<file path="config.mk">
export PLATFORM = sky130hd
export DESIGN_NAME = dram_refresh_sched
export DESIGN_NICKNAME = d
export VERILOG_FILES = /design/src/rtl/refsch_pkg.sv /design/src/rtl/refsch_backlog.sv /design/src/rtl/refsch_seq.sv /design/src/rtl/dram_refresh_sched.sv
export SDC_FILE = /design/constraint.sdc
export NUM_CORES = 1
export LEC_CHECK = 0
export BUFFER_PORTS_ARGS = -buffer_cell sky130_fd_sc_hd__buf_2
export CAP_MARGIN = 40
export CORE_MARGIN = 8
export CORE_UTILIZATION = 55
export DETAILED_ROUTE_END_ITERATION = 10
export PLACE_DENSITY_LB_ADDON = 0.15
export SYNTH_ARGS = -nofsm -noshare
export SYNTH_HDL_FRONTEND = slang
export SYNTH_SLANG_ARGS = --single-unit
</file>
<file path="constraint.sdc">
create_clock -name clk_i -period 3.8 [get_ports clk_i]
set_clock_uncertainty 0.05 [all_clocks]
set_input_delay 0.38 -clock clk_i [delete_from_list [all_inputs] [get_ports clk_i]]
set_output_delay 0.38 -clock clk_i [all_outputs]
set_load 0.1 [all_outputs]
</file>
<file path="src/rtl/refsch_pkg.sv">
package refsch_pkg;

  typedef enum logic [2:0] {
    ST_PWR,
    ST_IDLE,
    ST_SETUP,
    ST_STROBE,
    ST_PRE
  } st_e;

  typedef enum logic [1:0] {
    K_INIT,
    K_NORM,
    K_PRESELF,
    K_SELF
  } kind_e;

  function automatic int imax(input int a, input int b);
    return (a > b) ? a : b;
  endfunction

endpackage

</file>
<file path="src/rtl/refsch_backlog.sv">
module refsch_backlog #(
  parameter int INTERVAL_CYC = 1560,
  parameter int BACKLOG_MAX  = 8
) (
  input  logic clk_i,
  input  logic rst_ni,
  input  logic run_i,
  input  logic restart_i,
  input  logic done_i,
  output logic nz_o
);
  localparam int TW = $clog2(INTERVAL_CYC + 1);
  localparam int BW = $clog2(BACKLOG_MAX + 1);
  localparam logic [TW-1:0] T_LAST = TW'(INTERVAL_CYC - 1);
  localparam logic [BW-1:0] B_MAX  = BW'(BACKLOG_MAX);

  logic [TW-1:0] tcnt_q;
  logic [BW-1:0] pend_q;
  logic tick, dec;

  assign tick = run_i && (tcnt_q == T_LAST);
  assign dec  = done_i && (pend_q != '0);

  always_ff @(posedge clk_i or negedge rst_ni) begin
    if (!rst_ni) tcnt_q <= '0;
    else if (restart_i) tcnt_q <= '0;
    else if (run_i) tcnt_q <= tick ? '0 : tcnt_q + 1'b1;
  end

  always_ff @(posedge clk_i or negedge rst_ni) begin
    if (!rst_ni) pend_q <= '0;
    else if (restart_i) pend_q <= BW'(1);
    else if (tick && !dec && pend_q != B_MAX) pend_q <= pend_q + 1'b1;
    else if (dec && !tick) pend_q <= pend_q - 1'b1;
  end

  assign nz_o = (pend_q != '0);

  assert_backlog_cap_R6: assert property (@(posedge clk_i) disable iff (!rst_ni)
    pend_q <= B_MAX);
  assert_saturate_hold_R6: assert property (@(posedge clk_i) disable iff (!rst_ni)
    (pend_q == B_MAX && !done_i && !restart_i) |=> (pend_q == B_MAX));
  assert_exit_one_R10: assert property (@(posedge clk_i) disable iff (!rst_ni)
    restart_i |=> (pend_q == BW'(1)));

endmodule

</file>
<file path="src/rtl/refsch_seq.sv">
module refsch_seq
  import refsch_pkg::*;
#(
  parameter int PWRUP_CYC    = 10000,
  parameter int INIT_REFS    = 8,
  parameter int SETUP_CYC    = 1,
  parameter int LOW_CYC      = 6,
  parameter int RP_CYC       = 5,
  parameter int RPS_CYC      = 13,
  parameter int SELF_MIN_CYC = 10000
) (
  input  logic clk_i,
  input  logic rst_ni,
  input  logic grant_i,
  input  logic sleep_i,
  input  logic wake_i,
  input  logic pend_nz_i,
  output logic ready_o,
  output logic self_o,
  output logic sleep_pend_o,
  output logic done_o,
  output logic exit_o,
  output logic ras_n_o,
  output logic cas_n_o
);
  localparam int MAXC = imax(imax(imax(PWRUP_CYC, SETUP_CYC), imax(LOW_CYC, RP_CYC)),
                             imax(RPS_CYC, SELF_MIN_CYC));
  localparam int CW = $clog2(MAXC + 1);
  localparam int IW = $clog2(INIT_REFS + 1);
  localparam logic [CW-1:0] PWR_LAST   = CW'(PWRUP_CYC - 1);
  localparam logic [CW-1:0] SETUP_LAST = CW'(SETUP_CYC - 1);
  localparam logic [CW-1:0] LOW_LAST   = CW'(LOW_CYC - 1);
  localparam logic [CW-1:0] RP_LAST    = CW'(RP_CYC - 1);
  localparam logic [CW-1:0] RPS_LAST   = CW'(RPS_CYC - 1);
  localparam logic [CW-1:0] SELF_LAST  = CW'(SELF_MIN_CYC - 1);
  localparam logic [IW-1:0] INIT_LAST  = IW'(INIT_REFS - 1);

  st_e   st_q, st_d;
  kind_e kind_q, kind_d;
  logic [CW-1:0] cnt_q, cnt_d;
  logic [IW-1:0] init_q, init_d;
  logic ready_q, ready_d, sleep_q, wake_q, last;

  always_comb begin
    st_d    = st_q;
    kind_d  = kind_q;
    cnt_d   = cnt_q;
    init_d  = init_q;
    ready_d = ready_q;
    last    = 1'b0;
    unique case (st_q)
      ST_PWR: begin
        if (cnt_q == PWR_LAST) begin
          st_d = ST_SETUP; cnt_d = '0; kind_d = K_INIT;
        end else cnt_d = cnt_q + 1'b1;
      end
      ST_IDLE: begin
        if (sleep_q && grant_i) begin
          st_d = ST_SETUP; cnt_d = '0; kind_d = K_PRESELF;
        end else if (pend_nz_i && grant_i) begin
          st_d = ST_SETUP; cnt_d = '0; kind_d = K_NORM;
        end
      end
      ST_SETUP: begin
        if (cnt_q == SETUP_LAST) begin
          st_d = ST_STROBE; cnt_d = '0;
        end else cnt_d = cnt_q + 1'b1;
      end
      ST_STROBE: begin
        if (kind_q == K_SELF) begin
          // hold at least the self-refresh minimum, then wait for wake
          if (cnt_q == SELF_LAST) begin
            if (wake_q) begin st_d = ST_PRE; cnt_d = '0; end
          end else cnt_d = cnt_q + 1'b1;
        end else if (cnt_q == LOW_LAST) begin
          st_d = ST_PRE; cnt_d = '0;
        end else cnt_d = cnt_q + 1'b1;
      end
      ST_PRE: begin
        last = (cnt_q == ((kind_q == K_SELF) ? RPS_LAST : RP_LAST));
        if (!last) cnt_d = cnt_q + 1'b1;
        else begin
          cnt_d = '0;
          unique case (kind_q)
            K_INIT: begin
              init_d = init_q + 1'b1;
              if (init_q == INIT_LAST) begin
                st_d = ST_IDLE; ready_d = 1'b1; kind_d = K_NORM;
              end else st_d = ST_SETUP;
            end
            K_PRESELF: begin st_d = ST_SETUP; kind_d = K_SELF; end
            default:   begin st_d = ST_IDLE;  kind_d = K_NORM; end
          endcase
        end
      end
      default: st_d = ST_IDLE;
    endcase
  end

  always_ff @(posedge clk_i or negedge rst_ni) begin
    if (!rst_ni) begin
      st_q    <= ST_PWR;
      kind_q  <= K_INIT;
      cnt_q   <= '0;
      init_q  <= '0;
      ready_q <= 1'b0;
    end else begin
      st_q    <= st_d;
      kind_q  <= kind_d;
      cnt_q   <= cnt_d;
      init_q  <= init_d;
      ready_q <= ready_d;
    end
  end

  always_ff @(posedge clk_i or negedge rst_ni) begin
    if (!rst_ni) sleep_q <= 1'b0;
    else if (st_q == ST_PRE && last && kind_q == K_PRESELF) sleep_q <= 1'b0;
    else if (sleep_i && ready_q && kind_q != K_PRESELF && kind_q != K_SELF) sleep_q <= 1'b1;
  end

  always_ff @(posedge clk_i or negedge rst_ni) begin
    if (!rst_ni) wake_q <= 1'b0;
    else if (exit_o) wake_q <= 1'b0;
    else if (wake_i && st_q == ST_STROBE && kind_q == K_SELF) wake_q <= 1'b1;
  end

  assign ready_o      = ready_q;
  assign self_o       = (kind_q == K_SELF);
  assign sleep_pend_o = sleep_q;
  assign done_o       = (st_q == ST_PRE) && last && (kind_q == K_NORM || kind_q == K_PRESELF);
  assign exit_o       = (st_q == ST_PRE) && last && (kind_q == K_SELF);
  assign ras_n_o      = (st_q != ST_STROBE);
  assign cas_n_o      = !(st_q == ST_SETUP || st_q == ST_STROBE);

  // low-time counter for checking only
  logic [CW-1:0] chk_low_q;
  always_ff @(posedge clk_i or negedge rst_ni) begin
    if (!rst_ni) chk_low_q <= '0;
    else if (ras_n_o) chk_low_q <= '0;
    else if (chk_low_q != '1) chk_low_q <= chk_low_q + 1'b1;
  end

  assert_cas_covers_ras_R3: assert property (@(posedge clk_i) disable iff (!rst_ni)
    !ras_n_o |-> !cas_n_o);
  assert_cas_leads_ras_R3: assert property (@(posedge clk_i) disable iff (!rst_ni)
    $fell(ras_n_o) |-> $past(!cas_n_o));
  assert_ready_sticky_R2: assert property (@(posedge clk_i) disable iff (!rst_ni)
    ready_o |=> ready_o);
  assert_grant_gate_R7: assert property (@(posedge clk_i) disable iff (!rst_ni)
    (st_q == ST_IDLE && !grant_i) |=> (st_q == ST_IDLE));
  assert_norm_low_R4: assert property (@(posedge clk_i) disable iff (!rst_ni)
    ($rose(ras_n_o) && kind_q != K_SELF) |-> (chk_low_q == CW'(LOW_CYC)));
  assert_self_min_R9: assert property (@(posedge clk_i) disable iff (!rst_ni)
    ($rose(ras_n_o) && kind_q == K_SELF) |-> (chk_low_q >= CW'(SELF_MIN_CYC)));
  assert_self_hold_R9: assert property (@(posedge clk_i) disable iff (!rst_ni)
    (st_q == ST_STROBE && kind_q == K_SELF && !wake_q) |=> !ras_n_o);

endmodule

</file>
<file path="src/rtl/dram_refresh_sched.sv">
module dram_refresh_sched #(
  parameter int PWRUP_CYC    = 10000,
  parameter int INIT_REFS    = 8,
  parameter int INTERVAL_CYC = 1560,
  parameter int BACKLOG_MAX  = 8,
  parameter int SETUP_CYC    = 1,
  parameter int LOW_CYC      = 6,
  parameter int RP_CYC       = 5,
  parameter int RPS_CYC      = 13,
  parameter int SELF_MIN_CYC = 10000
) (
  input  logic clk_i,
  input  logic rst_ni,
  input  logic grant_i,
  input  logic sleep_i,
  input  logic wake_i,
  output logic req_o,
  output logic ready_o,
  output logic self_o,
  output logic ras_n_o,
  output logic cas_n_o
);
  logic pend_nz, sleep_pend, done, exit_s;

  refsch_seq #(
    .PWRUP_CYC(PWRUP_CYC), .INIT_REFS(INIT_REFS), .SETUP_CYC(SETUP_CYC),
    .LOW_CYC(LOW_CYC), .RP_CYC(RP_CYC), .RPS_CYC(RPS_CYC), .SELF_MIN_CYC(SELF_MIN_CYC)
  ) u_seq (
    .clk_i, .rst_ni, .grant_i, .sleep_i, .wake_i,
    .pend_nz_i(pend_nz), .ready_o, .self_o, .sleep_pend_o(sleep_pend),
    .done_o(done), .exit_o(exit_s), .ras_n_o, .cas_n_o
  );

  refsch_backlog #(
    .INTERVAL_CYC(INTERVAL_CYC), .BACKLOG_MAX(BACKLOG_MAX)
  ) u_backlog (
    .clk_i, .rst_ni,
    .run_i(ready_o && !self_o), .restart_i(exit_s), .done_i(done), .nz_o(pend_nz)
  );

  assign req_o = ready_o && !self_o && (pend_nz || sleep_pend);

  assert_req_after_ready_R6: assert property (@(posedge clk_i) disable iff (!rst_ni)
    req_o |-> ready_o);
  assert_quiet_in_self_R8: assert property (@(posedge clk_i) disable iff (!rst_ni)
    self_o |-> !req_o);

endmodule

</file>
Word level (Yosys, flattened, before mapping)
Index checks and enable logic that the tools add are counted.
{"block": "op_classes", "n_addsub": 5, "eq_ne": 25, "n_mux": 41, "n_reduce_logical": 40}
{"operator": "2-to-1 mux 14 bit", "n": 9}
{"operator": "one-hot mux 14 bit (5 select lines)", "n": 1}
{"operator": "2-to-1 mux 11 bit", "n": 3}
{"operator": "2-to-1 mux 3 bit", "n": 9}
{"operator": "logical AND 1 bit", "n": 18}
{"operator": "2-to-1 mux 4 bit", "n": 4}
{"operator": "!= test 3 x 2 -> 1 bit, second input constant", "n": 5}
{"operator": "one-hot mux 3 bit (5 select lines)", "n": 1}
{"operator": "adder 14 x 1 -> 14 bit, second input constant", "n": 1}
{"operator": "equality test 14 bit", "n": 1}
{"operator": "equality test 14 bit, second input constant", "n": 1}
{"operator": "equality test 14 x 3 -> 1 bit, second input constant", "n": 1}
{"operator": "logical NOT 14 bit", "n": 1}
{"operator": "2-to-1 mux 2 bit", "n": 6}
{"operator": "adder 11 x 1 -> 11 bit, second input constant", "n": 1}
{"operator": "equality test 11 bit, second input constant", "n": 1}
{"operator": "adder 4 x 1 -> 4 bit, second input constant", "n": 2}
{"operator": "one-hot mux 2 bit (2 select lines)", "n": 2}
{"operator": "AND reduction 7 bit", "n": 1}
{"operator": "equality test 3 x 2 -> 1 bit, second input constant", "n": 2}
{"operator": "!= test 2 x 1 -> 1 bit, second input constant", "n": 3}
{"operator": "one-hot mux 2 bit (3 select lines)", "n": 1}
{"operator": "AND reduction 3 bit", "n": 2}
{"operator": "nonzero test 2 bit", "n": 3}
{"operator": "20 further kinds", "n": 32}
{"block": "totals", "reg_bits": 41, "input_bits": 5, "out_inout_bits": 5, "wordCells": 120}

Depth between registers and ports, before layout
Gate-level depths: netlist (run 1).
{"block": "logic_depth", "ltp_word": 12, "ltp_mapped": 13}

Cells and area by module
A second synthesis (run 1) with hierarchy kept.
{"block": "hier_totals", "cells_unflattened": 302, "area_unflattened_um2": 2825.2}
{"mod": "refsch_seq", "n_inst": 1, "cells_each": 196, "area_each_um2": 1801.7, "seq_area_each_um2": 650.6}
{"mod": "refsch_backlog", "n_inst": 1, "cells_each": 104, "area_each_um2": 1002.2, "seq_area_each_um2": 375.4}
{"mod": "dram_refresh_sched", "n_inst": 1, "cells_each": 2, "area_each_um2": 21.3, "seq_area_each_um2": 0.0}

Worst setup path before layout (run 1)
OpenSTA, ideal clock, no wires.
{"block": "synth_timing", "kind": "register to register", "from": "register u_seq.kind_q[1]", "to": "register u_backlog.pend_q[3]", "setup_ns": 0.078, "t_arrival_ns": 3.360, "path_slack_ns": 0.312, "path_stages_with_launch": 14, "path_buffers": 1, "cell_sequence": "dfrtp_1 > ha_1 > buf_2 > xnor2_1 > nand3_1 > nor2_1 > a31oi_2 > inv_1 > ha_1 > a21o_1 > a21oi_1 > xnor2_1 > or3_1 > a21oi_1"}
{"block": "synth_via", "elab_chain_len": 12, "elab_cells_between_ends": 22}
{"item": "start: declaration", "line_no": "refsch_seq.sv:39", "text": "kind_e kind_q, kind_d;"}
{"item": "start signal: assignment", "line_no": "refsch_seq.sv:109", "text": "kind_q <= kind_d;"}
{"item": "equality test 2 bit (*)", "line_no": "refsch_seq.sv:129", "text": "assign self_o = (kind_q == K_SELF);"}
{"item": "via self_o", "line_no": "dram_refresh_sched.sv:19", "text": "output logic self_o,"}
{"item": "2-to-1 mux 4 bit", "line_no": "refsch_seq.sv:80", "text": "last = (cnt_q == ((kind_q == K_SELF) ? RPS_LAST : RP_LAST));"}
{"item": "equality test 14 bit", "line_no": "refsch_seq.sv:80"}
{"item": "2-to-1 mux 1 bit", "line_no": "refsch_seq.sv:51", "text": "unique case (st_q)"}
{"item": "logical AND 1 bit", "line_no": "refsch_seq.sv:131, refsch_seq.sv:132"}
{"item": "logical AND 1 bit", "line_no": "refsch_seq.sv:131", "text": "assign done_o = (st_q == ST_PRE) && last && (kind_q == K_NORM || kind_q == K_PRESELF);"}
{"item": "logical AND 1 bit", "line_no": "refsch_backlog.sv:22", "text": "assign dec = done_i && (pend_q != '0);"}
{"item": "logical NOT 1 bit", "line_no": "refsch_backlog.sv:33", "text": "else if (tick && !dec && pend_q != B_MAX) pend_q <= pend_q + 1'b1;"}
{"item": "logical AND 1 bit (2 in a row)", "line_no": "refsch_backlog.sv:33"}
{"item": "2-to-1 mux 4 bit", "line_no": "refsch_backlog.sv:33"}
{"item": "2-to-1 mux 4 bit", "line_no": "refsch_backlog.sv:32", "text": "else if (restart_i) pend_q <= BW'(1);"}
{"item": "end signal: assignment", "line_no": "refsch_backlog.sv:33"}
{"item": "end signal: assignment", "line_no": "refsch_backlog.sv:34", "text": "else if (dec && !tick) pend_q <= pend_q - 1'b1;"}
{"item": "end: declaration", "line_no": "refsch_backlog.sv:18", "text": "logic [BW-1:0] pend_q;"}
The timed path passes the listed nets; every way through them passes the cells marked *.
A chain may end at the register's enable or synchronous reset.

Worst setup path after layout (run 1)
{"block": "layout_timing", "from": "register u_seq.cnt_q[10]", "to": "register u_backlog.pend_q[3]"}
{"block": "layout_via", "elab_chain_len": 10, "elab_cells_between_ends": 13}
{"item": "start: declaration", "line_no": "refsch_seq.sv:40", "text": "logic [CW-1:0] cnt_q, cnt_d;"}
{"item": "start signal: assignment", "line_no": "refsch_seq.sv:110", "text": "cnt_q <= cnt_d;"}
{"item": "equality test 14 bit (*)", "line_no": "refsch_seq.sv:80"}
{"item": "2-to-1 mux 1 bit (*)", "line_no": "refsch_seq.sv:51"}
{"item": "logical AND 1 bit (*)", "line_no": "refsch_seq.sv:131, refsch_seq.sv:132"}
{"item": "logical AND 1 bit", "line_no": "refsch_seq.sv:131"}
{"item": "logical AND 1 bit", "line_no": "refsch_backlog.sv:22"}
{"item": "logical NOT 1 bit", "line_no": "refsch_backlog.sv:33"}
{"item": "logical AND 1 bit (2 in a row)", "line_no": "refsch_backlog.sv:33"}
{"item": "2-to-1 mux 4 bit", "line_no": "refsch_backlog.sv:33"}
{"item": "2-to-1 mux 4 bit", "line_no": "refsch_backlog.sv:32"}
Mark *: on every way between the ends. The rest lies on a longest branch, timed or not.

==> results of run 1 <==
-- metrics by stage --
step | total power, W | setup slack (ns) | utilization (%) | instance area, µm² | hold WS [ns]
2_1_floorplan | 0.000445 | 0.312 | - | 2600 | 0.0344
3_3_place_gp | 0.000456 | 0.924 | 57.9 | 2680 | 0.403
3_5_place_dp | 0.000459 | 0.779 | 58.5 | 2710 | 0.284
4_1_cts | 0.000747 | 0.762 | 60.6 | 2810 | 0.340
5_1_grt | 0.000762 | 0.473 | 60.6 | 2810 | 0.347
6_report | 0.000735 | 0.773 | 60.6 | 2810 | 0.347
-- state kept, by name, summed over array words and instances (netlist names) --
| name | cells |
|---|---|
| u_seq.init_q | 4 |
| u_seq.ready_o | 1 |
| u_seq.sleep_pend_o | 1 |
| u_backlog.pend_q | 4 |
| u_seq.wake_q | 1 |
| u_seq.kind_q | 2 |
| u_backlog.tcnt_q | 11 |
| u_seq.st_q | 3 |
| u_seq.cnt_q | 14 |
-- synth_stat cells (all sizes together), types with 4 or more instances --
cell	count
o31ai	4
xnor2	7
a31oi	5
nand2	26
inv	15
and3	9
dfrtp	41
nand4	7
or3	8
a21o	6
o21ai	24
ha	10
nand3	32
nor3	5
and2	6
a21oi	15
nor2	21
clkbuf	9
nand2b	5
-- worst paths after layout --
path	start	end	slack, ns	cells past startpoint
setup / recovery	u_seq.cnt_q[10]$_DFFE_PN0P_	u_backlog.pend_q[3]$_DFFE_PN0P_	0.77	11
hold / removal	sleep_i	u_seq.sleep_pend_o$_DFFE_PN0P_	0.35	3
setup reg to reg	u_seq.cnt_q[10]$_DFFE_PN0P_	u_backlog.pend_q[3]$_DFFE_PN0P_	0.77	11
hold reg to reg	u_seq.init_q[3]$_DFFE_PN0P_	u_seq.init_q[3]$_DFFE_PN0P_	0.41	1
max in group asynchronous	rst_ni	u_seq.kind_q[1]$_DFFE_PN0P_	2.73	3
min in group asynchronous	rst_ni	u_seq.cnt_q[9]$_DFFE_PN0P_	0.51	2
-- what timing repair did --
action                                  4_1_cts  5_1_grt
hold buffers                                  1        0
endpoints found under the hold margin        16        0
buffers inserted                              0        0
endpoints found under the setup margin        0        0
resized for setup                             0        0
-- power groups by stage --
stage	logic (W)	clock network (W)	registers [W]
finish	0.0000138	0.000285	0.000436
global route	0.0000162	0.000310	0.000436
CTS	0.0000146	0.000296	0.000436
detailed placement	0.0000140	0	0.000445
global placement	0.0000112	0	0.000445
floorplan	0.000000145	0	0.000445
-- cells by family (layout without fill, tap and decap cells) --
group | count (synthesis) | count (layout)
mux | 3 | 3
fa+ha+maj | 11 | 11
simple gates | 136 | 136
compound gates | 77 | 77
buf+inv | 27 | 36
flops | 41 | 41
xor+xnor | 8 | 8
-- routing by layer --
| layer | GRT usage, % | part of all wire, % | vias to the layer above |
|---|---|---|---|
| li1 | - | - | 1122 |
| met1 | 21.0 | 48 | 1062 |
| met2 | 26.7 | 48 | 27 |
| met3 | 3.12 | 2.5 | 10 |
| met4 | 5.18 | 1.5 | 0 |
| met5 | 0 | 0 | - |
-- critical path, cell delays in order (launching register included) --
cell and delay (ns):
dfrtp_1 0.42, nor4_1 0.44, nand3_1 0.23, nor2_1 0.31, a31oi_2 0.22, inv_1 0.12, ha_1 0.23, a21o_1 0.17
a21oi_1 0.18, xnor2_1 0.09, or3_1 0.35, a21oi_1 0.15
-- area by class of cell --
| class | instances | share of cell area [%] |
|---|---|---|
| clock buffers | 7 | 3.08 |
| inverters | 15 | 2.01 |
| multi-input cells | 235 | 52.5 |
| flip-flops and latches | 41 | 36.6 |
| well taps | 54 | 2.41 |
| repair buffers | 14 | 3.48 |
==> run_results.csv, run 1 <==
group,metric,value,unit
route,drt_iter0_drc,148,
route,post_drt_wl_per_cell,15.3,µm
timing,setup_viol,0,
route,vias,2221,
yosys,synth_simple_gate_area_share,27.8,%
clocking,cts_buffers,5,
setup_path,crit_path_end_kind,"flip-flop",
clocking,htree_levels,2,
yosys,synth_top_area_share,39.4,%
finish,layout-drive-gt1-share,8.65,%
die,coreArea,4630,µm²
finish,fillCellCount,423,
setup_path,crit_type,"flip-flop to flip-flop",
route,post-route-drc-count,0,
global_routing,grt_usage,16.3,%
die,initial_core_util,56.2,%
route,ant_nets,0,
yosys,synth_xor_area_share,2.69,%
die,die_h,84.8,µm
yosys,ys_types,54,
yosys,synth_nets,319,
yosys,synthFlopType,"dfrtp_1",
global_routing,grt_max_degree,26,
route,finalWirelength,5610,µm
clocking,cts.path.max_buffers,2,
global_routing,first_global_vias,2083,
yosys,synth_top_family_by_area,"simple AND/OR/NAND/NOR gates",
route,viasPerCell,6.07,
yosys,syn_area_per_cell,8.59,µm²
yosys,synth_fa_ha_area_share,5.57,%
yosys,post_synth_instance_area,2600,µm²
yosys,synth_compound_area_share,19.3,%
timing,tns,0,ns
job,cap_violations,0,
global_routing,grt_overflow,0,
die,die_w,84.8,µm
yosys,synth_top_cell_by_area,"dfrtp_1",
die,io_pins,10,
global_routing,grt_pass1_wl,9660,µm
placement,port_buffers,9,
yosys,synth_mux_area_share,1.25,%
finish,layout_common_cells,"41 x dfrtp_1, 32 x nand3_1, 26 x nand2_1, 20 x nor2_1, 20 x o21ai_0",
timing,fmax,330,MHz
yosys,synth-seq-area-share,39.4,%
clocking,clock-sinks,41,
finish,final_common_cell,"dfrtp_1",
die,row_count,25,
global_routing,antenna_found_initial,0,
timing,worst_slew_pin_slew,0.738,ns
finish,antenna_cells,0,
yosys,async_reset_ff_share,100,%
hold_path,hold_class,"input pin to flip-flop",
yosys,synth_area_leaders,"dfrtp_1 39%, nand3_1 6.2%, ha_1 4.8%",
pwr,cellInternalPower,0.000584,W
pwr,p_sw,0.000151,W
clocking,clock_latency,0.29,ns
timing,rsz0062_at_grt,"no",
finish,seq_area,1030,µm²
timing,fin_crit_sh,79.6,%
pwr,p_per_area,262,nW/µm²
placement,place_hpwl,4210,µm
timing,max_slew_margin,50.8,%
setup_path,cp-start-kind,"flip-flop",
setup_path,cp.required,3.96,ns
pwr,switching_share,20.5,%
clocking,cts-root-buf,"clkbuf_8",
timing,hold_violations,0,
finish,multi_input_area,1470,µm²
yosys,syn_inst,303,
setup_path,cp.arrival,3.19,ns
timing,timing.final.max_slew_violations,0,
finish,fin_nets,328,
setup_path,worstPathMaxFanout,5,
clocking,clk_pin_slew,0.07,ns
status,status,"finished, final reports clean",
pwr,p_clk_share,38.8,%
route,dr.pass1.iters,4,
yosys,ys_warn_count,0,
yosys,synth-seq-cells,41,
timing,layout_min_cycle_time,3.03,ns
pwr,peakVddDrop,0.161,mV
pwr,seq_power_share,59.3,%
die,die_area,7190,µm²
yosys,synth_edf_count,0,
placement,place_congestion,0.848,
finish,area_growth,7.78,%
finish,fin_cells,366,
placement,dp_cells,358,
pwr,leakage,1.21,nW
pwr,pwr-share-comb,1.9,%
clocking,cts_tree,"yes",
Power figures use the tool's default switching activity.
==> inputs of run 2 (changes only) <==
==> constraint.sdc (replaced) <==
create_clock -name clk_i -period 2.95 [get_ports clk_i]
set_clock_uncertainty 0.05 [all_clocks]
set_input_delay 0.295 -clock clk_i [delete_from_list [all_inputs] [get_ports clk_i]]
set_output_delay 0.295 -clock clk_i [all_outputs]
set_load 0.1 [all_outputs]
==> run_results.csv, run 2 (synthesized netlist as in run 1, its figures left out) <==
group,metric,value,unit
global_routing,grt_max_degree,25,
setup_path,crit_type,"flip-flop to flip-flop",
setup_path,crit_path_frequent_cell,"a21oi_1",
die,die_area,7190,µm²
global_routing,antenna_found_initial,0,
pwr,peakVddDrop,0.207,mV
timing,fin_crit_sh,92.5,%
pwr,p_sw,0.000217,W
pwr,p_clk_share,44.0,%
route,dr.pass1.iters,4,
die,io_pins,10,
global_routing,grt_overflow,0,
route,post-route-drc-count,0,
global_routing,grt_usage,17.2,%
finish,layout_common_cells,"40 x dfrtp_1, 32 x nand3_1, 26 x nand2_1, 20 x o21ai_0, 19 x nor2_1",
finish,regMostFlops,"u_seq.cnt_q",
setup_path,r2r_slack,0.22,ns
route,finalWirelength,5810,µm
route,viasPerCell,6.16,
clocking,post-cts-setup-buffer-count,0,
pwr,switching_share,21.0,%
timing,max_slew_margin,63.2,%
clocking,htree_levels,2,
placement,port_buffers,9,
setup_path,crit_path_cell_trace,"ha_4 -> nor2b_2 -> and4_1 -> nand2_1 -> a31oi_4 -> inv_1 -> ha_1 -> a21o_1 -> a21oi_1 -> xnor2_1 -> or3_1 -> a21oi_1",
hold_path,hold_class,"input pin to flip-flop",
finish,antenna_cells,0,
route,vias,2305,
clocking,clk_pin_slew,0.09,ns
finish,seq_area,1030,µm²
placement,place_hpwl,4330,µm
finish,layout-drive-gt1-share,12.2,%
clocking,ctsResizeCount,0,
clocking,cts_buffers,5,
pwr,leakage,1.25,nW
timing,layout_min_cycle_time,2.73,ns
global_routing,grt_pass1_wl,10300,µm
setup_path,worstPathMaxFanout,11,
pwr,cellInternalPower,0.000818,W
finish,fin_nets,335,
die,die_w,84.8,µm
pwr,pwr-share-comb,1.7,%
die,initial_core_util,56.2,%
finish,largest_reg_flops,14,
timing,worst_slew_pin_slew,0.548,ns
clocking,cts-root-buf,"clkbuf_8",
finish,fillCellCount,407,
finish,final_common_cell,"dfrtp_1",
placement,place_congestion,0.805,
route,drt_iter0_drc,85,
route,ant_nets,0,
pwr,p_per_area,356,nW/µm²
setup_path,cpPeakStageDelay,0.44,ns
clocking,clock_latency,0.30,ns
clocking,cts.path.max_buffers,2,
status,status,"finished, final reports clean",
setup_path,cp.arrival,2.91,ns
clocking,cts_tree,"yes",
finish,multi_input_area,1500,µm²
setup_path,cp-start-kind,"flip-flop",
route,post_drt_wl_per_cell,15.5,µm
die,die_h,84.8,µm
timing,tns,0,ns
timing,timing.final.max_slew_violations,0,
setup_path,slowest_stage,"dfrtp_1",
setup_path,crit_path_end_kind,"flip-flop",
timing,rsz0062_at_grt,"no",
timing,hold_slack,0.238,ns
setup_path,cp.required,3.13,ns
die,row_count,25,
clocking,postCtsHoldBufs,1,
timing,hold_violations,0,
finish,fin_area,2910,µm²
global_routing,first_global_vias,2249,
finish,fin_util,62.8,%
timing,fmax,367,MHz
timing,setup_viol,0,
die,coreArea,4630,µm²
finish,top_regs,"u_seq.cnt_q (14), u_backlog.tcnt_q (11)",
clocking,clock-sinks,41,
pwr,seq_power_share,54.2,%
finish,area_growth,11.7,%
placement,place_area,2790,µm²
job,cap_violations,0,
run 2: layout make-up:
cell class,count,area share (%)
Timing Repair Buffer,21,5.16
Tap cell,54,2.32
Clock buffer,6,2.50
Sequential cell,41,35.3
Multi-Input combinational cell,235,51.5
Inverter,15,1.94
Clock inverter,2,1.20
run 2: routing by layer:
metal | share of wire (%) | track usage (%)
met4 | 0.88 | 4.85
met1 | 46 | 21.1
met3 | 3.6 | 3.71
met2 | 50 | 29.6
met5 | 0 | 0
run 2: stage by stage:
step / power (W) / instances / setup WS (ns)
floorplan: 0.000573 / 303 / 0.0309
finish: 0.00104 / 374 / 0.222
global placement: 0.000587 / 364 / 0.328
CTS: 0.00104 / 374 / 0.230
global route: 0.00107 / 374 / 0.0785
detailed placement: 0.000591 / 365 / 0.247
run 2: critical path: cells and delay by family (launching register included):
family / cells / cell delay (ns)
flops: 1 / 0.44
xor+xnor: 1 / 0.09
buf+inv: 1 / 0.08
compound gates: 4 / 0.65
fa+ha+maj: 2 / 0.52
simple gates: 4 / 0.82
run 2: worst paths after layout:
path | startpoint | end | cells after the start
max | u_seq.kind_q[1]$_DFFE_PN0P_ | u_backlog.pend_q[3]$_DFFE_PN0P_ | 12
min in group asynchronous | rst_ni | u_seq.kind_q[0]$_DFFE_PN0P_ | 2
min reg2reg | u_seq.init_q[3]$_DFFE_PN0P_ | u_seq.init_q[3]$_DFFE_PN0P_ | 1
max in group asynchronous | rst_ni | u_seq.cnt_q[11]$_DFFE_PN0P_ | 3
max reg2reg | u_seq.kind_q[1]$_DFFE_PN0P_ | u_backlog.pend_q[3]$_DFFE_PN0P_ | 12
min | sleep_i | u_seq.sleep_pend_o$_DFFE_PN0P_ | 3
run 2: power groups by stage:
| stage | Sequential, W | Combinational, W | Clock (W) |
|---|---|---|---|
| finish | 0.000561 | 0.0000181 | 0.000456 |
| global placement | 0.000573 | 0.0000147 | 0 |
| detailed placement | 0.000573 | 0.0000182 | 0 |
| floorplan | 0.000573 | 0.000000186 | 0 |
| global route | 0.000561 | 0.0000212 | 0.000486 |
| CTS | 0.000561 | 0.0000191 | 0.000461 |
